<file path="src/rtl/wmm_pkg.sv">
package wmm_pkg;
  // Per-cell strobes from control to datapath
  typedef struct packed {
    logic clear;  // wipe accumulator
    logic ldA;    // capture A operand into left buffer
    logic ldB;    // capture B operand into top buffer
    logic fire;   // multiply-accumulate and forward
  } cellStrb_t;
endpackage

</file>
<file path="src/rtl/wmm_ctrl.sv">
module wmm_ctrl
  import wmm_pkg::*;
#(
  parameter int N = 3
) (
  input  logic                  clk,
  input  logic                  rstN,
  input  logic                  start,
  input  logic [N-1:0]          aValid,
  output logic [N-1:0]          aReady,
  input  logic [N-1:0]          bValid,
  output logic [N-1:0]          bReady,
  output cellStrb_t [N*N-1:0]   strb,
  output logic                  done
);
  localparam int CW = $clog2(N + 1);

  logic [N*N-1:0] aFull;
  logic [N*N-1:0] bFull;
  logic [N*N-1:0] fire;
  logic           run;
  logic [CW-1:0]  recLeft;

  for (genvar i = 0; i < N; i++) begin : gRow
    for (genvar j = 0; j < N; j++) begin : gCol
      localparam int IDX = i * N + j;
      logic          aF, bF;
      logic [CW-1:0] fires;
      logic          loadA, loadB, rightFree, downFree;

      assign aFull[IDX] = aF;
      assign bFull[IDX] = bF;

      if (j == 0) begin : gAEdge
        assign aReady[i] = run & ~aF & (fires < CW'(N));
        assign loadA     = aValid[i] & aReady[i];
      end else begin : gAIn
        assign loadA = fire[IDX-1];
      end

      if (i == 0) begin : gBEdge
        assign bReady[j] = run & ~bF & (fires < CW'(N));
        assign loadB     = bValid[j] & bReady[j];
      end else begin : gBIn
        assign loadB = fire[IDX-N];
      end

      if (j == N - 1) begin : gRSink
        assign rightFree = 1'b1;
      end else begin : gRNext
        assign rightFree = ~aFull[IDX+1];
      end

      if (i == N - 1) begin : gDSink
        assign downFree = 1'b1;
      end else begin : gDNext
        assign downFree = ~bFull[IDX+N];
      end

      assign fire[IDX] = aF & bF & rightFree & downFree;
      assign strb[IDX] = {start, loadA, loadB, fire[IDX]};

      always_ff @(posedge clk) begin
        if (!rstN || start) begin
          aF    <= 1'b0;
          bF    <= 1'b0;
          fires <= '0;
        end else begin
          if (loadA)          aF <= 1'b1;
          else if (fire[IDX]) aF <= 1'b0;
          if (loadB)          bF <= 1'b1;
          else if (fire[IDX]) bF <= 1'b0;
          if (fire[IDX])      fires <= fires + 1'b1;
        end
      end
    end
  end

  // Recursion counter: the far corner finishes each recursion last
  always_ff @(posedge clk) begin
    if (!rstN) begin
      run     <= 1'b0;
      recLeft <= '0;
    end else if (start) begin
      run     <= 1'b1;
      recLeft <= CW'(N);
    end else if (fire[N*N-1] && recLeft != '0) begin
      recLeft <= recLeft - 1'b1;
    end
  end

  assign done = run & (recLeft == '0);
endmodule

</file>
<file path="src/rtl/wmm_dp.sv">
module wmm_dp
  import wmm_pkg::*;
#(
  parameter int N    = 3,
  parameter int W    = 8,
  parameter int ACCW = 2 * W + $clog2(N)
) (
  input  logic                  clk,
  input  logic                  rstN,
  input  cellStrb_t [N*N-1:0]   strb,
  input  logic [N*W-1:0]        aData,
  input  logic [N*W-1:0]        bData,
  output logic [N*N*ACCW-1:0]   cOut
);
  logic [W-1:0] aBufAll [N*N];
  logic [W-1:0] bBufAll [N*N];

  for (genvar i = 0; i < N; i++) begin : gRow
    for (genvar j = 0; j < N; j++) begin : gCol
      localparam int IDX = i * N + j;
      logic signed [W-1:0]    aBuf, bBuf;
      logic signed [2*W-1:0]  prod;
      logic signed [ACCW-1:0] acc;
      logic [W-1:0]           aSrc, bSrc;

      if (j == 0) begin : gASrcEdge
        assign aSrc = aData[i*W +: W];
      end else begin : gASrcCell
        assign aSrc = aBufAll[IDX-1];
      end

      if (i == 0) begin : gBSrcEdge
        assign bSrc = bData[j*W +: W];
      end else begin : gBSrcCell
        assign bSrc = bBufAll[IDX-N];
      end

      assign prod = aBuf * bBuf;
      assign aBufAll[IDX] = aBuf;
      assign bBufAll[IDX] = bBuf;
      assign cOut[IDX*ACCW +: ACCW] = acc;

      always_ff @(posedge clk) begin
        if (!rstN) begin
          aBuf <= '0;
          bBuf <= '0;
          acc  <= '0;
        end else begin
          if (strb[IDX].ldA) aBuf <= aSrc;
          if (strb[IDX].ldB) bBuf <= bSrc;
          if (strb[IDX].clear)     acc <= '0;
          else if (strb[IDX].fire) acc <= acc + ACCW'(prod);
        end
      end
    end
  end
endmodule

</file>
<file path="src/rtl/wmm_array.sv">
module wmm_array
  import wmm_pkg::*;
#(
  parameter int N = 3,
  parameter int W = 8,
  localparam int ACCW = 2 * W + $clog2(N)
) (
  input  logic                clk,
  input  logic                rstN,
  input  logic                start,
  input  logic [N-1:0]        aValid,
  input  logic [N*W-1:0]      aData,
  output logic [N-1:0]        aReady,
  input  logic [N-1:0]        bValid,
  input  logic [N*W-1:0]      bData,
  output logic [N-1:0]        bReady,
  output logic                done,
  output logic [N*N*ACCW-1:0] cOut
);
  cellStrb_t [N*N-1:0] strb;

  wmm_ctrl #(.N(N)) ctrl_i (
    .clk(clk), .rstN(rstN), .start(start),
    .aValid(aValid), .aReady(aReady),
    .bValid(bValid), .bReady(bReady),
    .strb(strb), .done(done)
  );

  wmm_dp #(.N(N), .W(W), .ACCW(ACCW)) dp_i (
    .clk(clk), .rstN(rstN), .strb(strb),
    .aData(aData), .bData(bData), .cOut(cOut)
  );
endmodule

</file>
<file path="config.mk">
export PLATFORM = sky130hd
export DESIGN_NAME = wmm_array
export DESIGN_NICKNAME = d
export VERILOG_FILES = /design/src/rtl/wmm_pkg.sv /design/src/rtl/wmm_ctrl.sv /design/src/rtl/wmm_dp.sv /design/src/rtl/wmm_array.sv
export SDC_FILE = /design/constraint.sdc
export NUM_CORES = 2
export LEC_CHECK = 0
export BUFFER_PORTS_ARGS = -buffer_cell sky130_fd_sc_hd__buf_2
export CORE_ASPECT_RATIO = 0.6
export CORE_MARGIN = 10
export CORE_UTILIZATION = 58
export CTS_CLUSTER_DIAMETER = 80
export CTS_CLUSTER_SIZE = 20
export DETAILED_ROUTE_END_ITERATION = 7
export GPL_ROUTABILITY_DRIVEN = 0
export PLACE_DENSITY = 0.85
export SKIP_LAST_GASP = 1
export SYNTH_ARGS = -nofsm -noshare
export SYNTH_HDL_FRONTEND = slang
export SYNTH_SLANG_ARGS = --single-unit
</file>
<file path="constraint.sdc">
create_clock -name clk -period 5.2 [get_ports clk]
set_input_delay 1.56 -clock clk [delete_from_list [all_inputs] [get_ports clk]]
set_output_delay 1.56 -clock clk [all_outputs]
set_load 0.01 [all_outputs]
</file>
# Yosys cells after proc, flatten, opt, wreduce, memory -nomap -nowiden
# Cells that the tools add are included.
[word_totals]
reg_bits = 337
inputBits = 57
output_inout_bits = 169
elab_cells = 194
[op_classes]
n_addsub = 15
multipliers = 9
order_cmp = 5
mux = 29
n_bitwise = 59
reduce_logical = 25
[op_table]
columns = ["operator", "n"]
rows = [
  ["$add A18 B16 Y18", 9],
  ["$mul A8 B8 Y16", 9],
  ["$and A1 B1 Y1", 40],
  ["$reduce_bool A2 Y1", 20],
  ["$mux W1", 27],
  ["$not A1 Y1", 19],
  ["$add A2 B1 Y2 const B", 5],
  ["$lt A2 B2 Y1 const B", 5],
  ["$mux W2", 2],
  ["$logic_not A2 Y1", 1],
  ["$reduce_or A2 Y1", 1],
  ["$sub A2 B1 Y2 const B", 1],
  ["$logic_and A1 B1 Y1", 1],
  ["$logic_not A1 Y1", 1],
  ["$logic_or A1 B1 Y1", 1],
]

# Longest topological paths before layout
[depth]
word_depth = 5
mapped_depth = 21
depth_no_buf = 20

# Cells and area by module
# Synthesis repeated with hierarchy kept, for this count alone.
[hier_totals]
hier_cells = 4363
area_unflattened_um2 = 42059.1
[by_module_without_submodules]
columns = ["module", "n_inst", "cells_each", "area_per_inst_um2", "seq_area_each_um2"]
rows = [
  ["wmm_dp", 1, 4187, 40436.3, 6125.9],
  ["wmm_ctrl", 1, 176, 1622.8, 620.6],
]

# Worst setup path before layout
# OpenSTA, ideal clock, no wires.
[synth_path]
path_type = "reg2reg"
startpoint = "register dp_i.gRow[0].gCol[0].bBuf[0]"
endpoint = "register dp_i.gRow[0].gCol[0].acc[17]"
setup_ns = 0.070
arrival_time_ns = 5.168
required_ns = 5.130
slack_ns = -0.038
path_stages_with_launch = 18
path_buffers = 1
period_less_slack_ns = 5.238
path_cell_list = "dfxtp_1 > clkbuf_1 > and2_1 > inv_1 > fa_1 > inv_1 > fa_1 > fa_1 > fa_1 > fa_1 > ha_1 > a211oi_1 > nand2_1 > a41oi_1 > o21ai_1 > and3_1 > or4_1 > a21oi_1"
[synth_between]
elab_chain_cells = 2
[synth_lines]
columns = ["item", "line", "text"]
rows = [
  ["from (decl)", "wmm_dp.sv:21", "logic signed [W-1:0] aBuf, bBuf;"],
  ["from (signal assigned)", "wmm_dp.sv:50", "if (strb[IDX].ldB) bBuf <= bSrc;"],
  ["$mul A8 B8 Y16", "wmm_dp.sv:38", "assign prod = aBuf * bBuf;"],
  ["$add A18 B16 Y18", "wmm_dp.sv:52", "else if (strb[IDX].fire) acc <= acc + ACCW'(prod);"],
  ["to (signal assigned)", "wmm_dp.sv:52", ""],
  ["to (decl)", "wmm_dp.sv:23", "logic signed [ACCW-1:0] acc;"],
]
# No other way between the ends.
# A chain may end at the register's enable or synchronous reset.

# Worst setup path in the final report
[layout_path]
startpoint = "register dp_i.gRow[0].gCol[1].aBuf[3]"
endpoint = "register dp_i.gRow[0].gCol[1].acc[16]"
[layout_between]
elab_chain_cells = 2
[layout_lines]
columns = ["item", "line", "text"]
rows = [
  ["from (decl)", "wmm_dp.sv:21", ""],
  ["from (signal assigned)", "wmm_dp.sv:49", "if (strb[IDX].ldA) aBuf <= aSrc;"],
  ["$mul A8 B8 Y16", "wmm_dp.sv:38", ""],
  ["$add A18 B16 Y18", "wmm_dp.sv:52", ""],
  ["to (signal assigned)", "wmm_dp.sv:52", ""],
  ["to (decl)", "wmm_dp.sv:23", ""],
]
# No other way between the ends.

==> metrics.yaml <==
status: "completed"
worstHoldPathCells: 2
port_buffers: 225
grt-ovfl-total: 0
synthTopCellsByCount: "inv_1, nand2_1, fa_1, ha_1, dfxtp_1"
vias: 31300
wl_per_cell_um: 18.4
slowest_stage: "dfxtp_1"
final_max_slew_viol_count: 0
area_growth_pct: 8.57
critical_path.top_delay_family: "adder cells"
ys_ff_latch: 337
postRouteAntennaNets: 0
grt_pass1_wl_um: 175000
met2_wirelength_um: 45700
drive_above_1_share_pct: 10.8
setup_violations: 0
post-route-period-util_pct: 96.4
ir_worst_vdd_v: 0.000251
syn_inst: 4616
antenna_found_initial: 3
antennaDiodeCount: 0
p_leak_uw: 0.0236
wl_um: 106000
htree_num_levels: 1
async_flop_share_pct: 0
grt_setup_unrepaired: "yes"
yosysWarningCount: 0
yosysMostFrequentCell: "inv_1"
worstPathRequired_ns: 5.68
finClkSkew_ns: 0.0259
hold_viol_final: 0
synth.area.top_cells: "fa_1, dfxtp_1, ha_1"
row_count: 75
crit_cells: 17
numClockSinks: 337
die-area_mm2: 0.0831
utilization_pct: 64.0
p_per_area_mw_per_mm2: 113
die_h_um: 227
fp.dieW_um: 366
stdcell_area_mm2: 0.0451
worstHoldPathType: "register to register"
highest_layer: "met5"
fin_cells: 5746
clk_pin_slew_ns: 0.09
worst_setup_path_start_kind: "register"
fin_nets: 5931
tightest_slew_ns: 1.05
dpl_cell_area_mm2: 0.0440
start_util_pct: 59.0
syn-mean-instance-area_um2: 9.00
syn-num-nets: 5777
cts_tree: "yes"
finalWorstSetupSlack_ns: 0.190
clk_path_buf_depth: 3
cp-end-kind: "register"
synth.largest_area_cell: "fa_1"
synth.top_cell.area_share_pct: 34.7
reg2regPathDepth: 17
drt-pass1-iter-count: 6
placed_cells: 5702
synth_seq_area_share_pct: 16.2
clock-root-buffer: "clkbuf_16"
synth_ff_type: "dfxtp_1"
syn_area_mm2: 0.0416
drtIter0Drc: 2498
cp_slowest_stage_delay_ns: 0.54
dp_hpwl_um: 87100
critPathArrivalTime_ns: 5.49
grt_max_degree: 79
slew_headroom_pct: 29.9
pre_cts_ws_ns: 0.00538
seq_area_mm2: 0.00686
cp_cell_sequence: "and2_1 > fa_1 > fa_1 > ha_1 > inv_1 > fa_1 > inv_1 > ha_1 > ha_1 > fa_1 > a21o_1 > a21oi_1 > o21ai_1 > a31o_2 > a221oi_1 > or4_1 > nand3_1"
coreArea_mm2: 0.0705
synth_edf_count: 0
drc_errors: 0
cpMostUsedCell: "fa_1"
worstSetupPathType: "register to register"
numCtsBuffers: 24
viasPerCell: 5.45
drv_cap: 0
io_pins: 226
fillers: 5621
gr-usage-all-layers_pct: 26.0
grt_pass1_vias: 32500
crit_path_max_fanout: 10
max_freq_ghz: 0.200
path_buf_inv: 2
wl_met3_um: 11100
yosysUniqueCellTypes: 65
multi_input_area_mm2: 0.0311
insertion_delay_ns: 0.61
period_needed_ns: 5.01
wl_met1_um: 47100
==> power by group <==
| part | leakage, uW | switching (uW) | total (uW) | internal [uW] |
|---|---|---|---|---|
| Combinational | 0.0205 | 197 | 324 | 126 |
| Sequential | 0.00276 | 40.2 | 2630 | 2590 |
| Clock | 0.000386 | 1130 | 2130 | 1000 |
==> metal layers <==
metal  global-route usage, %  vias up
met5                       0        -
met1                    37.3    15500
met4                    4.65        4
met2                    39.1     1177
met3                    7.53      155
li1                        -    14500
==> layout by cell type, fill, tap and decap left out, drive strengths merged, types with 30 or more instances in the layout <==
master and instances:
nand3 38, nand2b 35, nand2 783, a21o 33
fa 720, inv 830, nor3 37, nor2 94
ha 384, o21ai 63, and2 300, dfxtp 337
a21oi 199, buf 344, nor2b 55, a211oi 39
a21boi 147, xnor2 109, xor2 30
==> timing repair <==
| action | 4_1_cts | 5_1_grt |
|---|---|---|
| gates resized for setup | 1 | 117 |
| endpoints found under the setup margin | 1 | 32 |
| endpoints found under the hold margin | 0 | 0 |
| pin swaps | 0 | 12 |
| hold buffers | 0 | 0 |
| setup buffers | 0 | 4 |
==> state kept, by name (all words and copies together), names as in the netlist <==
name	flops
dp_i.gRow.gCol.acc	162
ctrl_i.gRow.gCol.fires	10
ctrl_i.gRow.gCol.aF	9
ctrl_i.gRow.gCol.bF	9
ctrl_i.recLeft	2
dp_i.gRow.gCol.aBuf	72
dp_i.gRow.gCol.bBuf	72
ctrl_i.run	1
==> cells by family after synthesis <==
logic type / share of synthesized area (%)
AOI/OAI and AO/OA: 9.00
DFF: 16.2
adders and majority gates: 46.2
buffers and inverters: 9.39
xor gates and xnor gates: 2.93
muxes: 0.488
and+or+nand+nor: 15.7
==> worst paths after layout <==
| path | end | slack [ns] | startpoint |
|---|---|---|---|
| worst max register to register | dp_i.gRow[0].gCol[1].acc[16] | 0.19 | dp_i.gRow[0].gCol[1].aBuf[3] |
| worst max-delay path | dp_i.gRow[0].gCol[1].acc[16] | 0.19 | dp_i.gRow[0].gCol[1].aBuf[3] |
| worst min-delay path | ctrl_i.gRow[0].gCol[2].fires[1] | 0.46 | ctrl_i.gRow[0].gCol[2].fires[1] |
| worst min register to register | ctrl_i.gRow[0].gCol[2].fires[1] | 0.46 | ctrl_i.gRow[0].gCol[2].fires[1] |
==> stage by stage <==
step           total power [uW]  hold slack (ns)  setup TNS [ns]
2_1_floorplan              2870            0.440               0
3_3_place_gp               3000            0.446               0
3_5_place_dp               3010            0.451               0
4_1_cts                    5130            0.464               0
5_1_grt                    5260            0.491         -0.0993
6_report                   5090            0.464               0
==> cell type report <==
class,instances,area share (%)
tap,962,2.67
clock buffer,27,1.40
sequential,337,15.2
timing repair buffer,344,4.53
multi-input combinational,3239,69.0
inverter,824,6.85
clock inverter,13,0.344
==> worst reg2reg max path, cell delays in order, from the launching register on <==
cell,delay [ns]
dfxtp_1,0.54
and2_1,0.21
fa_1,0.44
fa_1,0.48
ha_1,0.29
inv_1,0.05
fa_1,0.49
inv_1,0.05
ha_1,0.27
ha_1,0.23
fa_1,0.46
a21o_1,0.17
a21oi_1,0.29
o21ai_1,0.11
a31o_2,0.29
a221oi_1,0.32
or4_1,0.17
nand3_1,0.07
No activity file was read; power rests on OpenSTA's default activity.
